### config.mk
export PLATFORM = sky130hd
export DESIGN_NAME = flow_pacer
export DESIGN_NICKNAME = d
export VERILOG_FILES = /design/src/rtl/flow_pkg.sv /design/src/rtl/fc_char_timer.sv /design/src/rtl/fc_sequencer.sv /design/src/rtl/fc_rx_filter.sv /design/src/rtl/flow_pacer.sv
export SDC_FILE = /design/constraint.sdc
export NUM_CORES = 1
export LEC_CHECK = 0
export ABC_CLOCK_PERIOD_IN_PS = 5900
export BUFFER_PORTS_ARGS = -buffer_cell sky130_fd_sc_hd__clkbuf_2
export CELL_PAD_IN_SITES_DETAIL_PLACEMENT = 0
export CELL_PAD_IN_SITES_GLOBAL_PLACEMENT = 2
export CORE_ASPECT_RATIO = 0.75
export CORE_MARGIN = 5
export CORE_UTILIZATION = 32
export CTS_CLUSTER_DIAMETER = 100
export CTS_CLUSTER_SIZE = 10
export DETAILED_ROUTE_END_ITERATION = 7
export PLACE_DENSITY = 0.88
export SETUP_SLACK_MARGIN = 0.15
export SLEW_MARGIN = 25
export SYNTH_ARGS = -nofsm -noshare
export SYNTH_HDL_FRONTEND = slang
export SYNTH_HIERARCHICAL = 1
export SYNTH_SLANG_ARGS = --single-unit
export TNS_END_PERCENT = 10
### constraint.sdc
create_clock -name clk -period 5.9 [get_ports clk]
set_clock_uncertainty 0.2 [all_clocks]
set_input_delay 0.295 -clock clk [delete_from_list [all_inputs] [get_ports clk]]
set_output_delay 0.295 -clock clk [all_outputs]
set_load 0.01 [all_outputs]
### src/rtl/flow_pkg.sv
`timescale 1ns/1ps
package flow_pkg;
  localparam int CHAR_W = 8;
  localparam int LVL_W  = 5;

  typedef enum logic [2:0] {
    FS_IDLE,
    FS_WAIT,
    FS_SEND_OFF,
    FS_PAUSED,
    FS_SEND_ON
  } fs_t;

  function automatic logic [LVL_W-1:0] trig_level(input logic [1:0] sel);
    case (sel)
      2'd0:    return LVL_W'(1);
      2'd1:    return LVL_W'(4);
      2'd2:    return LVL_W'(8);
      default: return LVL_W'(14);
    endcase
  endfunction

  function automatic logic [LVL_W-1:0] resume_level(input logic [1:0] sel);
    case (sel)
      2'd0:    return LVL_W'(0);
      2'd1:    return LVL_W'(1);
      2'd2:    return LVL_W'(4);
      default: return LVL_W'(8);
    endcase
  endfunction

  // keeps the low 5 + wl bits of a character
  function automatic logic [CHAR_W-1:0] char_mask(input logic [1:0] wl);
    return {CHAR_W{1'b1}} >> (CHAR_W - 5 - int'(wl));
  endfunction
endpackage

### src/rtl/fc_char_timer.sv
`timescale 1ns/1ps
module fc_char_timer #(
  parameter int DLY_W = 6
) (
  input  logic       clk,
  input  logic       rst,
  input  logic       run,
  input  logic       tick,
  input  logic [1:0] word_len,
  input  logic       parity_en,
  input  logic       stop2,
  output logic       expire
);
  logic [DLY_W-1:0] cnt_q;
  logic [DLY_W-1:0] limit;

  // two frames: start + (5+wl) data + parity + (1+stop2) stop
  always_comb begin
    limit  = DLY_W'(2 * (7 + int'(word_len) + int'(parity_en) + int'(stop2)));
    expire = run && tick && (cnt_q == limit - 1'b1);
  end

  always_ff @(posedge clk) begin
    if (rst || !run) cnt_q <= '0;
    else if (tick)   cnt_q <= cnt_q + 1'b1;
  end
endmodule

### src/rtl/fc_sequencer.sv
`timescale 1ns/1ps
module fc_sequencer
  import flow_pkg::*;
#(
  parameter int CNT_W = 5
) (
  input  logic              clk,
  input  logic              rst,
  input  logic              auto_en,
  input  logic [1:0]        trig_sel,
  input  logic [CNT_W-1:0]  fifo_cnt,
  input  logic [CHAR_W-1:0] xon_char,
  input  logic [CHAR_W-1:0] xoff_char,
  input  logic              expire,
  input  logic              fc_ack,
  output logic              run,
  output logic              fc_req,
  output logic [CHAR_W-1:0] fc_char
);
  localparam int CW = (CNT_W > LVL_W) ? CNT_W : LVL_W;

  fs_t state_q, state_d;
  logic [CHAR_W-1:0] char_q;
  logic [CW-1:0] cnt_x, trig_x, resume_x;
  logic above, drained;

  always_comb begin
    cnt_x    = CW'(fifo_cnt);
    trig_x   = CW'(trig_level(trig_sel));
    resume_x = CW'(resume_level(trig_sel));
    above    = cnt_x >= trig_x;
    drained  = cnt_x <= resume_x;
    run      = (state_q == FS_WAIT) && auto_en && above;
  end

  always_comb begin
    state_d = state_q;
    case (state_q)
      FS_IDLE:     if (auto_en && above) state_d = FS_WAIT;
      FS_WAIT:     if (!run) state_d = FS_IDLE;
                   else if (expire) state_d = FS_SEND_OFF;
      FS_SEND_OFF: if (fc_ack) state_d = FS_PAUSED;
      FS_PAUSED:   if (auto_en && drained) state_d = FS_SEND_ON;
      FS_SEND_ON:  if (fc_ack) state_d = FS_IDLE;
      default:     state_d = FS_IDLE;
    endcase
  end

  always_ff @(posedge clk) begin
    if (rst) begin
      state_q <= FS_IDLE;
      char_q  <= '0;
    end else begin
      state_q <= state_d;
      if (state_q == FS_WAIT && state_d == FS_SEND_OFF) char_q <= xoff_char;
      if (state_q == FS_PAUSED && state_d == FS_SEND_ON) char_q <= xon_char;
    end
  end

  assign fc_req  = (state_q == FS_SEND_OFF) || (state_q == FS_SEND_ON);
  assign fc_char = char_q;
endmodule

### src/rtl/fc_rx_filter.sv
`timescale 1ns/1ps
module fc_rx_filter
  import flow_pkg::*;
(
  input  logic              clk,
  input  logic              rst,
  input  logic              auto_en,
  input  logic [1:0]        word_len,
  input  logic [CHAR_W-1:0] xon_char,
  input  logic [CHAR_W-1:0] xoff_char,
  input  logic              rx_valid,
  input  logic [CHAR_W-1:0] rx_data,
  output logic              rx_wr,
  output logic [CHAR_W-1:0] rx_wr_data,
  output logic              tx_pause
);
  logic [CHAR_W-1:0] mask;
  logic hit_off, hit_on;

  always_comb begin
    mask    = char_mask(word_len);
    hit_off = auto_en && rx_valid && (((rx_data ^ xoff_char) & mask) == '0);
    hit_on  = auto_en && rx_valid && !hit_off &&
              (((rx_data ^ xon_char) & mask) == '0);
  end

  always_ff @(posedge clk) begin
    if (rst) begin
      rx_wr      <= 1'b0;
      rx_wr_data <= '0;
      tx_pause   <= 1'b0;
    end else begin
      rx_wr <= rx_valid && !hit_off && !hit_on;
      if (rx_valid) rx_wr_data <= rx_data;
      if (!auto_en)     tx_pause <= 1'b0;
      else if (hit_off) tx_pause <= 1'b1;
      else if (hit_on)  tx_pause <= 1'b0;
    end
  end
endmodule

### src/rtl/flow_pacer.sv
`timescale 1ns/1ps
module flow_pacer
  import flow_pkg::*;
#(
  parameter int CNT_W = 5,
  parameter int DLY_W = 6
) (
  input  logic              clk,
  input  logic              rst,
  input  logic              auto_en,
  input  logic [1:0]        trig_sel,
  input  logic [CNT_W-1:0]  fifo_cnt,
  input  logic [1:0]        word_len,
  input  logic              parity_en,
  input  logic              stop2,
  input  logic              baud_tick,
  input  logic [CHAR_W-1:0] xon_char,
  input  logic [CHAR_W-1:0] xoff_char,
  input  logic              fc_ack,
  output logic              fc_req,
  output logic [CHAR_W-1:0] fc_char,
  output logic              tx_pause,
  input  logic              rx_valid,
  input  logic [CHAR_W-1:0] rx_data,
  output logic              rx_wr,
  output logic [CHAR_W-1:0] rx_wr_data
);
  logic run, expire;

  fc_char_timer #(.DLY_W(DLY_W)) u_timer (
    .clk(clk), .rst(rst), .run(run), .tick(baud_tick),
    .word_len(word_len), .parity_en(parity_en), .stop2(stop2),
    .expire(expire)
  );

  fc_sequencer #(.CNT_W(CNT_W)) u_seq (
    .clk(clk), .rst(rst), .auto_en(auto_en), .trig_sel(trig_sel),
    .fifo_cnt(fifo_cnt), .xon_char(xon_char), .xoff_char(xoff_char),
    .expire(expire), .fc_ack(fc_ack), .run(run),
    .fc_req(fc_req), .fc_char(fc_char)
  );

  fc_rx_filter u_rx (
    .clk(clk), .rst(rst), .auto_en(auto_en), .word_len(word_len),
    .xon_char(xon_char), .xoff_char(xoff_char),
    .rx_valid(rx_valid), .rx_data(rx_data),
    .rx_wr(rx_wr), .rx_wr_data(rx_wr_data), .tx_pause(tx_pause)
  );
endmodule

=== Yosys cells after proc, flatten, opt, wreduce, memory -nomap -nowiden ===
Index checks and enable logic that the tools add are counted.

* Memories kept: 0
* Bits in read-only memories: 0
* Output and inout bits: 19
* Register bits: 27
* Bits in latches: 0
* Bits in writable memories: 0
* Input bits: 41
* Logic and storage cells: 68

* Order comparisons: 2
* Shifts and indexed selects: 1
* Reductions and logical operators: 26
* Add/subtract/negate cells: 6
* Multiply operators: 0
* Eq/ne operators: 9
* Bitwise logic cells: 5
* Muxes and demuxes: 13
* Div/mod/pow operators: 0

{| class="wikitable"
|+ Operator list
! kind !! count
|-
| >> shifter 8 x 32 -> 8 bit, first input constant || 1
|-
| one-hot mux 4 bit (3 select lines) || 2
|-
| 2-to-1 mux 3 bit || 6
|-
| bitwise AND 8 bit || 2
|-
| logical NOT 8 bit || 2
|-
| 2-to-1 mux 8 bit || 2
|-
| XOR 8 bit || 2
|-
| one-hot mux 3 bit (5 select lines) || 1
|-
| logical AND 1 bit || 14
|-
| adder 5 x 2 -> 5 bit || 2
|-
| == test 3 x 2 -> 1 bit, second input constant || 3
|-
| adder 6 x 1 -> 6 bit, second input constant || 1
|-
| == test 3 bit, second input constant || 2
|-
| == test 6 bit || 1
|-
| subtractor 6 x 1 -> 6 bit, second input constant || 1
|-
| greater-or-equal comparator 5 x 4 -> 1 bit || 1
|-
| less-or-equal comparator 5 x 4 -> 1 bit || 1
|-
| adder 3 x 2 -> 4 bit, first input constant || 1
|-
| nonzero test 2 bit || 2
|-
| == test 3 x 1 -> 1 bit, second input constant || 1
|-
| logical NOT 1 bit || 3
|-
| logical NOT 3 bit || 1
|-
| subtractor 2 x 2 -> 3 bit, first input constant || 1
|-
| == test 2 x 1 -> 1 bit, second input constant || 1
|-
| 6 further kinds || 8
|}

=== Longest topological paths before layout ===
* Word-level depth: 13
* Mapped depth: 16
* Mapped depth without buffers: 15

=== Modules after synthesis ===
The synthesis kept the hierarchy.

{| class="wikitable"
|+ By module, submodules not included
! module !! area an instance (µm²) !! times used !! cells each
|-
| fc_sequencer || 857.1 || 1 || 98
|-
| fc_rx_filter || 563.0 || 1 || 58
|-
| fc_char_timer || 465.4 || 1 || 52
|}

=== Least setup slack after synthesis ===
OpenSTA, ideal clock, no wires.

* Path kind: input to register
* From: input word_len[0]
* To: register u_seq.char_q[0], in the netlist u_seq/fc_char[0]
* Arrival: 2.979 ns
* Path buffers: 0
* Slack: 2.635 ns
* Required time: 5.613 ns
* Stages: 15
* Setup time: 0.087 ns
* Cells stage by stage: inv_1 -> ha_1 -> inv_1 -> ha_1 -> inv_1 -> fa_1 -> ha_1 -> xnor2_1 -> nor2_1 -> nand4_1 -> nor4_2 -> nand2_1 -> a211oi_4 -> a21oi_1 -> a221oi_2

* Word-level cells in the longest chain between the ends: 12

{| class="wikitable"
|+ RTL lines
! item !! line !! RTL
|-
| start, declared || flow_pacer.sv:13 || <nowiki>input logic [1:0] word_len,</nowiki>
|-
| adder 3 x 2 -> 4 bit * || fc_char_timer.sv:19 || <nowiki>limit = DLY_W'(2 * (7 + int'(word_len) + int'(parity_en) + int'(stop2)));</nowiki>
|-
| adder 5 x 2 -> 5 bit * (2 in series) || fc_char_timer.sv:19 ||
|-
| subtractor 6 x 1 -> 6 bit * || fc_char_timer.sv:20 || <nowiki>expire = run && tick && (cnt_q == limit - 1'b1);</nowiki>
|-
| == test 6 bit * || fc_char_timer.sv:20 ||
|-
| logical AND 1 bit * || fc_char_timer.sv:20 ||
|-
| named net expire || flow_pacer.sv:28 || <nowiki>logic run, expire;</nowiki>
|-
| 2-to-1 mux 3 bit * || fc_sequencer.sv:41 || <nowiki>else if (expire) state_d = FS_SEND_OFF;</nowiki>
|-
| 2-to-1 mux 3 bit * || fc_sequencer.sv:40 || <nowiki>FS_WAIT: if (!run) state_d = FS_IDLE;</nowiki>
|-
| one-hot mux 3 bit (5 select lines) * || fc_sequencer.sv:38 || <nowiki>case (state_q)</nowiki>
|-
| == test 3 bit / == test 3 x 2 -> 1 bit (equally long branches) || fc_sequencer.sv:56, fc_sequencer.sv:55 ||
|-
| logical AND 1 bit, on equally long branches || fc_sequencer.sv:56, fc_sequencer.sv:55 ||
|-
| 2-to-1 mux 8 bit / nonzero test 2 bit (equally long branches) || -- ||
|-
| end signal, assigned || fc_sequencer.sv:55 || <nowiki>if (state_q == FS_WAIT && state_d == FS_SEND_OFF) char_q <= xoff_char;</nowiki>
|-
| end signal, assigned || fc_sequencer.sv:56 || <nowiki>if (state_q == FS_PAUSED && state_d == FS_SEND_ON) char_q <= xon_char;</nowiki>
|-
| end, declared || fc_sequencer.sv:23 || <nowiki>logic [CHAR_W-1:0] char_q;</nowiki>
|}

Mark *: on every way through the listed nets, which the timed path passes. The rest lies on a longest branch.
A chain may end at the register's enable or synchronous reset.

=== Worst setup path in the final report ===
* From: input word_len[0]
* To: register u_seq.char_q[4], in the netlist u_seq/fc_char[4]

Same word-level chain as after synthesis.

==> flow_metrics.tcl <==
set metrics [dict create \
    powerDensity_mw_per_mm2 171 \
    io_count 60 \
    critical_path_required_ps 5890 \
    core_area_mm2 0.00577 \
    die_h_um 76.5 \
    total_leakage_power_nw 0.986 \
    clock_tree.htree_level_count 1 \
    syn-mean-instance-area_um2 9.07 \
    hold_buffers 0 \
    type_of_the_tightest_min_delay_check "in -> reg" \
    grtUsageTotal 0.124 \
    result_of_the_run "complete, no violations" \
    grt_overflow_total 0 \
    crit-reg2reg-capture "u_seq/fc_char[4]" \
    drt-initial-drc-count 43 \
    worstPathCellList "clkbuf_2 > inv_1 > ha_1 > inv_1 > ha_1 > inv_1 > fa_1 > ha_1 > xnor2_1 > nor2_1 > nand4_1 > nor4_2 > nand2_1 > a211oi_4 > a21oi_1 > a221oi_2" \
    timing.hold.worst.start "xon_char[0]" \
    minimum_clock_period_ps 3450 \
    timing.final.hold_violations 0 \
    number_of_detailed_routing_iterations_run_before_antenna_repair 4 \
    root_buffer "sky130_fd_sc_hd__clkbuf_8" \
    critical_path_peak_fanout 9 \
    synth_fp_nets 263 \
    synth.largest_area_cell "sky130_fd_sc_hd__dfxtp_1" \
    post_cts_resize_count 0 \
    maxCapViolCount 0 \
    synth_seq_cells 27 \
    maximum_number_of_pins_on_one_net_before_global_route_repair 23 \
    flow.area_growth_from_synthesis_pct 20.7 \
    initial_core_util 0.327 \
    ys.flop_type "sky130_fd_sc_hd__dfxtp_1" \
    max-vdd-ir-drop_mv 0.0850 \
    cts.clk_slew.worst_paths_ps 90 \
    setup_repair_after_global_routing_missed_its_margin "false" \
    grt_pass1_vias 1692 \
    endpoint "u_seq/fc_char[4]" \
    first_pass_grt_wire_length_um 7760 \
    yosysUniqueCellTypes 48 \
    setup_total_negative_slack_ps 0 \
    finalWeightedCongestion 0.804 \
    port-buffer-count 59 \
    avgRoutedWirePerCell_um 13.6 \
    cts-root-to-sink-buffers 2 \
    finish.net_count 319 \
    post-route-drc-count 0 \
    antenna_violations_before_repair 0 \
    area_of_the_die_mm2 0.00754 \
    worst_setup_path_start_kind "input pin" \
    netlist_instances 208 \
    cp_endpoint_kind "register" \
    antenna_left 0 \
    setup_crit_start "word_len[0]" \
    ys_top_cells_by_count "sky130_fd_sc_hd__dfxtp_1, sky130_fd_sc_hd__xnor2_1, sky130_fd_sc_hd__nor2_1" \
    placement_rows 24 \
    diodes 0 \
    cts_tree "yes" \
    vias 1591 \
    clk_latency_ps 270 \
    cts_inserted_buffers 3 \
    post-synth-top-area-fraction 0.287 \
    routed_via_density 4.67 \
    synth_sequential_area_ratio 0.287 \
    worst-slew-pin-transition_ps 875 \
    slew_viol_final 0 \
    post_synth_instance_area_mm2 0.00189 \
    wl_um 4620 \
    critPathMaxStageDelay_ps 470 \
    fmax_ghz 0.289 \
    chipWidth_um 98.6 \
    stdcell_count 341 \
    layout_worst_path_cycle_share 0.585 \
    synth_edf_count 0 \
    synth.top_cells.by_area "sky130_fd_sc_hd__dfxtp_1, sky130_fd_sc_hd__xnor2_1, sky130_fd_sc_hd__ha_1" \
    finish_stage_setup_viols 0 \
    yosys_warnings 6 \
    relSlewSlack 0.415 \
    synthArstFlopShare 0 \
    worstRegToRegCells 9 \
    worst_path_max_delay_cell "sky130_fd_sc_hd__a211oi_4" \
    hpwlAfterDp_um 3780 \
    postCtsSetupBuffers 0 \
    fillers 616 \
    setup_cp_type "in -> reg" \
    post_route_cells_drive_above_1_share 0.316 \
    place.detailed.instances 337 \
    timing.rr.start "u_seq/state_q[1]" \
    critPathArrivalTime_ps 3440 \
    cts.sinks 27 \
    most_frequent_cell_after_synthesis "sky130_fd_sc_hd__dfxtp_1" \
    rrSetupSlack_ps 3250 \
]
[area by class of cell]
cell class | count | area, um^2 | area share
flip-flops and latches | 27 | 541 | 0.237
clock buffers | 3 | 41.3 | 0.0181
clock inverters | 1 | 5.00 | 0.00220
repair buffers | 59 | 295 | 0.130
inverters | 21 | 78.8 | 0.0346
well taps | 78 | 97.6 | 0.0429
multi-input cells | 152 | 1220 | 0.535
[metrics by stage]
step	area [um^2]	hold WS [ps]	setup WS (ps)	power, W	utilization
final	2280	70.2	2450	0.000389	0.395
after global routing	2280	52.8	2170	0.000418	0.395
after CTS	2280	55.8	2410	0.000399	0.395
after detailed placement	2230	263	2130	0.000286	0.387
after global placement	2230	264	2250	0.000286	0.387
after floorplan	1890	242	2630	0.000252	-
[layout by cell type (no fill, tap or decap), drive strengths merged, types with 6 or more instances in the layout]
master / synthesis / layout
a21oi: 10 / 10
a221oi: 8 / 8
clkbuf: 2 / 62
dfxtp: 27 / 27
ha: 13 / 13
inv: 21 / 21
mux2i: 9 / 9
nand2: 16 / 16
nor2: 23 / 23
o21ai: 6 / 6
xnor2: 25 / 25
[worst max-delay path, delay by kind of cell]
family,cells,cell delay (ps)
buffers and inverters,4,250
xor gates and xnor gates,1,130
adders and majority gates,4,1180
and+or+nand+nor,4,660
AOI/OAI and AO/OA,3,910
[cells by family after synthesis]
group	synth area share
AND/OR/NAND/NOR	0.182
AO/OA/AOI/OAI	0.184
XOR/XNOR	0.135
buffers and inverters	0.0677
flip-flops	0.287
adder cells (fa/ha/maj)	0.0969
multiplexers	0.0478
[power breakdown]
group	switching (W)	internal, W	leakage (nW)
clock	0.0000605	0.0000474	0.0255
combinational	0.0000500	0.0000425	0.741
sequential	0.00000278	0.000186	0.220
[flip-flops by register name, indices dropped and copies added, names as in the netlist]
name             count
u_seq/state_q        3
u_rx/rx_wr           1
u_timer/cnt_q        6
u_seq/fc_char        8
u_rx/rx_wr_data      8
u_rx/tx_pause        1
[routing by layer]
metal  GRT usage  vias up  wire, um
met5           0        -         0
met4      0.0123        0        12
met3      0.0457        2       259
met2       0.193       33      1960
met1       0.171      727      2400
li1            -      829         -
[worst min path at each step]
stage / to / slack, ps / cells after the start
floorplan: u_seq/fc_char[0] / 240 / 2
global placement: u_rx/tx_pause / 260 / 2
detailed placement: u_rx/tx_pause / 260 / 2
CTS: u_seq/fc_char[5] / 60 / 3
global route: u_seq/fc_char[6] / 50 / 3
finish: u_seq/fc_char[0] / 70 / 3
Power figures use the tool's default switching activity.
